$ cat config.mk
export PLATFORM = sky130hd
export DESIGN_NAME = pwm_channel
export DESIGN_NICKNAME = d
export VERILOG_FILES = /design/src/rtl/pwm_pkg.sv /design/src/rtl/pwm_regfile.sv /design/src/rtl/pwm_prescaler.sv /design/src/rtl/pwm_core.sv /design/src/rtl/pwm_channel.sv
export SDC_FILE = /design/constraint.sdc
export NUM_CORES = 1
export LEC_CHECK = 0
export BUFFER_PORTS_ARGS = -buffer_cell sky130_fd_sc_hd__buf_2
export CAP_MARGIN = 20
export CORE_UTILIZATION = 60
export CTS_CLUSTER_SIZE = 28
export DETAILED_ROUTE_END_ITERATION = 10
export PLACE_DENSITY = 0.77
export SLEW_MARGIN = 20
export SYNTH_ARGS = -nofsm -noshare
export SYNTH_HDL_FRONTEND = slang
export SYNTH_SLANG_ARGS = --single-unit
$ cat constraint.sdc
create_clock -name clk -period 3.6 [get_ports clk]
set_input_delay 0.36 -clock clk [delete_from_list [all_inputs] [get_ports clk]]
set_output_delay 0.36 -clock clk [all_outputs]
set_load 0.005 [all_outputs]
$ cat src/rtl/pwm_pkg.sv
// Package: shared control-word layout, register addresses and control type
// for the PWM channel. Assumes a bus word of at least 9 bits.
package pwm_pkg;
    localparam int CTL_EN   = 0;
    localparam int CTL_MLO  = 1;
    localparam int CTL_MHI  = 2;
    localparam int CTL_DPOL = 3;
    localparam int CTL_IPOL = 4;
    localparam int CTL_AON  = 5;
    localparam int CTL_LOCK = 6;
    localparam int CTL_LPD  = 8;

    localparam logic [1:0] MODE_LEFT = 2'b00;

    typedef enum logic [1:0] {
        ADDR_CTRL   = 2'd0,
        ADDR_PERIOD = 2'd1,
        ADDR_DUTY   = 2'd2,
        ADDR_NONE   = 2'd3
    } reg_addr_e;

    typedef struct packed {
        logic       lpd;
        logic       lock;
        logic       ipol;
        logic       dpol;
        logic [1:0] mode;
        logic       en;
    } ctrl_t;
endpackage

$ cat src/rtl/pwm_regfile.sv
// Module: pwm_regfile
// Holds the control word and the staged (shadow) period and duty values and
// serves reads. Assumes DATA_W >= 9 and DATA_W >= CNT_W.
module pwm_regfile
    import pwm_pkg::*;
#(
    parameter int CNT_W  = 16,
    parameter int DATA_W = 16
) (
    input  logic              clk,
    input  logic              rst_n,
    input  logic              bus_we,
    input  logic [1:0]        bus_addr,
    input  logic [DATA_W-1:0] bus_wdata,
    output logic [DATA_W-1:0] bus_rdata,
    output ctrl_t             ctrl,
    output logic [CNT_W-1:0]  sh_period,
    output logic [CNT_W-1:0]  sh_duty
);
    // Register writes; reset gives both polarity fields positive.
    always_ff @(posedge clk) begin
        if (!rst_n) begin
            ctrl      <= '{lpd: 1'b0, lock: 1'b0, ipol: 1'b1, dpol: 1'b1,
                           mode: MODE_LEFT, en: 1'b0};
            sh_period <= '0;
            sh_duty   <= '0;
        end else if (bus_we) begin
            case (reg_addr_e'(bus_addr))
                ADDR_CTRL: begin
                    ctrl.en   <= bus_wdata[CTL_EN];
                    ctrl.mode <= bus_wdata[CTL_MHI:CTL_MLO];
                    ctrl.dpol <= bus_wdata[CTL_DPOL];
                    ctrl.ipol <= bus_wdata[CTL_IPOL];
                    ctrl.lock <= bus_wdata[CTL_LOCK];
                    ctrl.lpd  <= bus_wdata[CTL_LPD];
                end
                ADDR_PERIOD: sh_period <= bus_wdata[CNT_W-1:0];
                ADDR_DUTY:   sh_duty   <= bus_wdata[CNT_W-1:0];
                default: ;
            endcase
        end
    end

    // Read mux; the always-on bit reads as one.
    always_comb begin
        bus_rdata = '0;
        case (reg_addr_e'(bus_addr))
            ADDR_CTRL: begin
                bus_rdata[CTL_EN]          = ctrl.en;
                bus_rdata[CTL_MHI:CTL_MLO] = ctrl.mode;
                bus_rdata[CTL_DPOL]        = ctrl.dpol;
                bus_rdata[CTL_IPOL]        = ctrl.ipol;
                bus_rdata[CTL_AON]         = 1'b1;
                bus_rdata[CTL_LOCK]        = ctrl.lock;
                bus_rdata[CTL_LPD]         = ctrl.lpd;
            end
            ADDR_PERIOD: bus_rdata[CNT_W-1:0] = sh_period;
            ADDR_DUTY:   bus_rdata[CNT_W-1:0] = sh_duty;
            default: ;
        endcase
    end
endmodule

$ cat src/rtl/pwm_prescaler.sv
// Module: pwm_prescaler
// Divides the input clock into one-cycle tick pulses, one every PRESCALE
// cycles while run is high. Held at phase zero while idle. Assumes PRESCALE >= 1.
module pwm_prescaler #(
    parameter int PRESCALE = 2
) (
    input  logic clk,
    input  logic rst_n,
    input  logic run,
    output logic tick
);
    localparam int PW = (PRESCALE > 1) ? $clog2(PRESCALE) : 1;
    localparam logic [PW-1:0] LAST = PW'(PRESCALE - 1);

    logic [PW-1:0] phase;

    // Phase counter, cleared whenever the channel is idle.
    always_ff @(posedge clk) begin
        if (!rst_n || !run)    phase <= '0;
        else if (phase == LAST) phase <= '0;
        else                    phase <= phase + PW'(1);
    end

    assign tick = run && (phase == LAST);

    a_r1_phase_range: assert property (@(posedge clk) disable iff (!rst_n)
        32'(phase) < PRESCALE);
endmodule

$ cat src/rtl/pwm_core.sv
// Module: pwm_core
// Active (working) copies of period, duty and polarity, the tick counter and
// the left-aligned output decode. Shadows load on start from idle or, with
// lock clear, at each period wrap. Assumes tick comes from a prescaler driven
// by run_q.
module pwm_core
    import pwm_pkg::*;
#(
    parameter int CNT_W = 16
) (
    input  logic             clk,
    input  logic             rst_n,
    input  ctrl_t            ctrl,
    input  logic [CNT_W-1:0] sh_period,
    input  logic [CNT_W-1:0] sh_duty,
    input  logic             tick,
    output logic             run_q,
    output logic             pwm_out
);
    logic [CNT_W-1:0] act_period, act_duty, cnt;
    logic             act_dpol, act_ipol;
    logic             want_run, start, last, wrap, load;

    assign want_run = ctrl.en && (ctrl.mode == MODE_LEFT);
    assign start    = want_run && !run_q;
    assign last     = (act_period == '0) || (cnt >= act_period - CNT_W'(1));
    assign wrap     = run_q && tick && last;
    assign load     = start || (wrap && !ctrl.lock);

    // Running flag follows the enable fields one cycle later.
    always_ff @(posedge clk) begin
        if (!rst_n) run_q <= 1'b0;
        else        run_q <= want_run;
    end

    // Active copies of the staged settings.
    always_ff @(posedge clk) begin
        if (!rst_n) begin
            act_period <= '0;
            act_duty   <= '0;
            act_dpol   <= 1'b1;
            act_ipol   <= 1'b1;
        end else if (load) begin
            act_period <= sh_period;
            act_duty   <= sh_duty;
            act_dpol   <= ctrl.dpol;
            act_ipol   <= ctrl.ipol;
        end
    end

    // Tick counter within the period, restarted on start and wrap.
    always_ff @(posedge clk) begin
        if (!rst_n || !run_q || start) cnt <= '0;
        else if (tick) cnt <= last ? '0 : cnt + CNT_W'(1);
    end

    // Left-aligned output decode.
    always_comb begin
        if (!run_q)                 pwm_out = ctrl.ipol;
        else if (act_period == '0)  pwm_out = act_ipol;
        else if (cnt < act_duty)    pwm_out = act_dpol;
        else                        pwm_out = !act_dpol;
    end

    a_r3_lock_hold: assert property (@(posedge clk) disable iff (!rst_n)
        ($past(ctrl.lock) && $past(run_q) && run_q) |->
        ($stable(act_period) && $stable(act_duty) && $stable(act_dpol)));

    a_r1_count_on_tick: assert property (@(posedge clk) disable iff (!rst_n)
        ($past(run_q) && run_q && !$past(tick)) |-> $stable(cnt));

    a_r2_count_bound: assert property (@(posedge clk) disable iff (!rst_n)
        (run_q && act_period != '0) |-> (cnt < act_period));

    a_r8_start_zero: assert property (@(posedge clk) disable iff (!rst_n)
        $rose(run_q) |-> (cnt == '0));
endmodule

$ cat src/rtl/pwm_channel.sv
// Module: pwm_channel (top)
// Single PWM channel: register file, prescaler and core. Assumes DATA_W >= 9
// and DATA_W >= CNT_W; the bus accepts one write per cycle with no wait state.
module pwm_channel
    import pwm_pkg::*;
#(
    parameter int PRESCALE = 2,
    parameter int CNT_W    = 16,
    parameter int DATA_W   = 16
) (
    input  logic              clk,
    input  logic              rst_n,
    input  logic              bus_we,
    input  logic [1:0]        bus_addr,
    input  logic [DATA_W-1:0] bus_wdata,
    output logic [DATA_W-1:0] bus_rdata,
    output logic              pwm_out
);
    ctrl_t            ctrl;
    logic [CNT_W-1:0] sh_period, sh_duty;
    logic             run_q, tick;

    pwm_regfile #(.CNT_W(CNT_W), .DATA_W(DATA_W)) regs_i (
        .clk(clk), .rst_n(rst_n), .bus_we(bus_we), .bus_addr(bus_addr),
        .bus_wdata(bus_wdata), .bus_rdata(bus_rdata), .ctrl(ctrl),
        .sh_period(sh_period), .sh_duty(sh_duty)
    );

    pwm_prescaler #(.PRESCALE(PRESCALE)) presc_i (
        .clk(clk), .rst_n(rst_n), .run(run_q), .tick(tick)
    );

    pwm_core #(.CNT_W(CNT_W)) core_i (
        .clk(clk), .rst_n(rst_n), .ctrl(ctrl), .sh_period(sh_period),
        .sh_duty(sh_duty), .tick(tick), .run_q(run_q), .pwm_out(pwm_out)
    );

    a_r7_idle_level: assert property (@(posedge clk) disable iff (!rst_n)
        !run_q |-> (pwm_out == ctrl.ipol));
endmodule

==> results.md <==
* Synthesized cell area at 4975 sq um
* Worst Max-Slew Pin Slew at 0.7920 ns
* Comb pwr share at 0.078
* Number of I/O port buffers at 37
* Vias post-DR at 4001
* Routed Wire Length at 11070 um
* Critical Path RT at 3.86 ns
* Fillers at 645
* Hold-fix buffers, CTS at 0
* Sequential share of the synthesized area at 0.3662
* Most numerous cell in the Yosys netlist: nand2_1
* Prevailing post-synth register cell: dfxtp_1
* CTS tree: built
* Die Y at 93.06 um
* # setup viols final at 0
* Mapped Nets at 648
* Inserted Diodes at 0
* DPL Wire Length at 7803 um
* Reg clk slew, reported paths at 0.10 ns
* # H-tree levels at 3
* Die width at 93.06 um
* Sequential power share at 0.555
* P_int at 1.366 mW
* Boundary Pins at 38
* Top cells by count, synth: nand2_1, dfxtp_1, a21boi_0, ha_1, nor2_1
* Vias/cell at 5.565
* Max_slew headroom at 0.4720
* Drt wl/cell at 15.39 um
* Final cell count without fillers at 719
* Avg Cell Area, Syn at 8.432 sq um
* Async SR Flop Fraction at 0
* Top post-synthesis cells by area: dfxtp_1, nand2_1, ha_1, mux2i_1, a21boi_0
* Tot GR Track Use at 0.2711
* Clock skew at 0.01321 ns
* Area leader, netlist: dfxtp_1
* Detail Route Antenna Nets at 0
* NetSw at 0.5035 mW
* Core region area at 7888 sq um
* Routability congestion estimate at 0.8473
* Clock Power Share at 0.367
* Die Area at 8659 sq um
* Final Hold Viols at 0
* Area of the multi-input gates at 2845 sq um
* #FFs+latches synth at 91
* Gate count after technology mapping at 590
* Crit Path Category: reg -> reg
* Number of remaining DRC errors at 0
* Final period utilization at 0.9421
* Num CTS Buffers at 9
* Worst setup EP type: flip-flop
* Storage cell area at 1822 sq um
* Placed insts at 701
* CP max FO at 17
* Post-synth EDFFs at 0
* Tmin final at 3.392 ns
* Largest net degree at the start of global routing at 93
* Clk_lat worst skew at 0.38 ns
* Row cnt at 32
* Max-cap violations at 0
* Hold Path Class: in -> reg
* Final slew viol count at 0
* Clock Sinks at 91
* Status: finished clean
* Vias in the first global route at 3942
* Congestion Overflow GR at 0
* Iter 0 DRT Violations at 273
* Layout Nets at 670
* Initial Util at 0.6307
* DRT Pass-1 Iters at 5
* Library cells used by synthesis at 45
* LEAKAGE at 2.295 nW
* Worst Setup Slack, final at 0.2085 ns
* Power per cell area at 351.2 nW/um^2
* First-pass GRT wire length at 18410 um
* Sw Ratio at 0.2693
* Max Root-Sink Buffers at 2
* Critical Path AT at 3.66 ns
* Fmax at 0.2949 GHz
* Worst setup SP type: flip-flop
* Root Driver: clkbuf_8
* Antenna violations before repair at 0
* Pre-CTS WS at 0.08451 ns
* Worst vdd ir at 192.5 uV
* Share of layout cells above drive strength 1 at 0.1151
* Syn-to-layout area delta at 7.017%
* Yosys top cell area share at 0.3662
* Yosys warning count at 0
[worst paths after layout]
check                            start                  to  depth (start not counted)  slack, ns
setup reg to reg  core_i.act_period[2]  core_i.act_duty[9]                         13       0.21
setup / recovery  core_i.act_period[2]  core_i.act_duty[9]                         13       0.21
hold reg to reg          presc_i.phase       presc_i.phase                          1       0.44
hold / removal           bus_wdata[11]  regs_i.sh_duty[11]                          3       0.23
[layout by cell type, fill, tap and decap left out, drive strengths merged, types with 26 or more instances in the layout]
master  count
a21boi     37
buf        41
dfxtp      91
ha         37
inv        26
mux2i      34
nand2     159
nor2       35
[sequential cells by signal (all words and copies together) (netlist names)]
signal             flops
core_i.act_dpol        1
core_i.act_duty       16
presc_i.phase          1
core_i.cnt            16
regs_i.sh_period      16
core_i.run_q           1
core_i.act_ipol        1
core_i.act_period     16
regs_i.ctrl            7
regs_i.sh_duty        16
[area by class of cell]
type	instances	share of cell area
Clock inverter	6	0.01058
Clock buffer	10	0.02585
Multi-Input combinational cell	446	0.5344
Tap cell	102	0.02397
Sequential cell	91	0.3422
Timing Repair Buffer	42	0.04747
Inverter	22	0.01551
[cell families (layout without fill, tap and decap cells)]
kind of cell / Yosys count / count (layout) / synth area share
buf+inv: 53 / 80 / 0.06388
xor+xnor: 27 / 27 / 0.04754
flops: 91 / 91 / 0.3662
simple gates: 262 / 262 / 0.2379
mux: 34 / 34 / 0.06841
compound gates: 86 / 86 / 0.1230
fa+ha+maj: 37 / 37 / 0.09306
[per-stage QoR]
| step | util | cell area (sq um) | setup TNS [ns] | total power [mW] | hold WS (ns) |
|---|---|---|---|---|---|
| after floorplan | - | 4975 | 0 | 1.164 | 0.4064 |
| after global placement | 0.6451 | 5089 | 0 | 1.197 | 0.4176 |
| after detailed placement | 0.6451 | 5089 | 0 | 1.201 | 0.4301 |
| after CTS | 0.6697 | 5283 | 0 | 1.878 | 0.2201 |
| after global routing | 0.6750 | 5324 | -0.04033 | 1.939 | 0.2292 |
| final | 0.6750 | 5324 | 0 | 1.870 | 0.2275 |
[critical path, cell delays in order (launching register included)]
cell       delay, ns
dfxtp_1         0.36
or3_1           0.42
nor3_2          0.20
nand2b_1        0.13
nand2b_1        0.20
nor4_1          0.27
xnor2_1         0.11
ha_1            0.29
and4_1          0.22
nor3b_1         0.25
nor3_2          0.08
o32a_2          0.39
clkbuf_16       0.22
mux2i_1         0.13
[timing repair]
action                                  CTS  global route
endpoints found under the setup margin    0            47
resized for setup                         0             2
setup buffers                             0             1
[power by group through the flow]
stage               registers (mW)  logic (mW)  clock network [mW]
detailed placement            1.06       0.141                   0
floorplan                     1.06       0.109                   0
CTS                           1.04       0.141               0.700
finish                        1.04       0.146               0.687
global route                  1.04       0.162               0.738
global placement              1.06       0.138                   0
[layer usage]
layer | wire length [um] | track usage | up-vias | part of all wire
met5 | 0 | 0 | - | 0
met4 | 237 | 0.1218 | 0 | 0.021
met3 | 495 | 0.06016 | 19 | 0.045
met2 | 4958 | 0.4099 | 98 | 0.45
met1 | 5376 | 0.3688 | 1848 | 0.49
li1 | - | - | 2036 | -
Note: power is estimated with default switching activity, not from simulation.
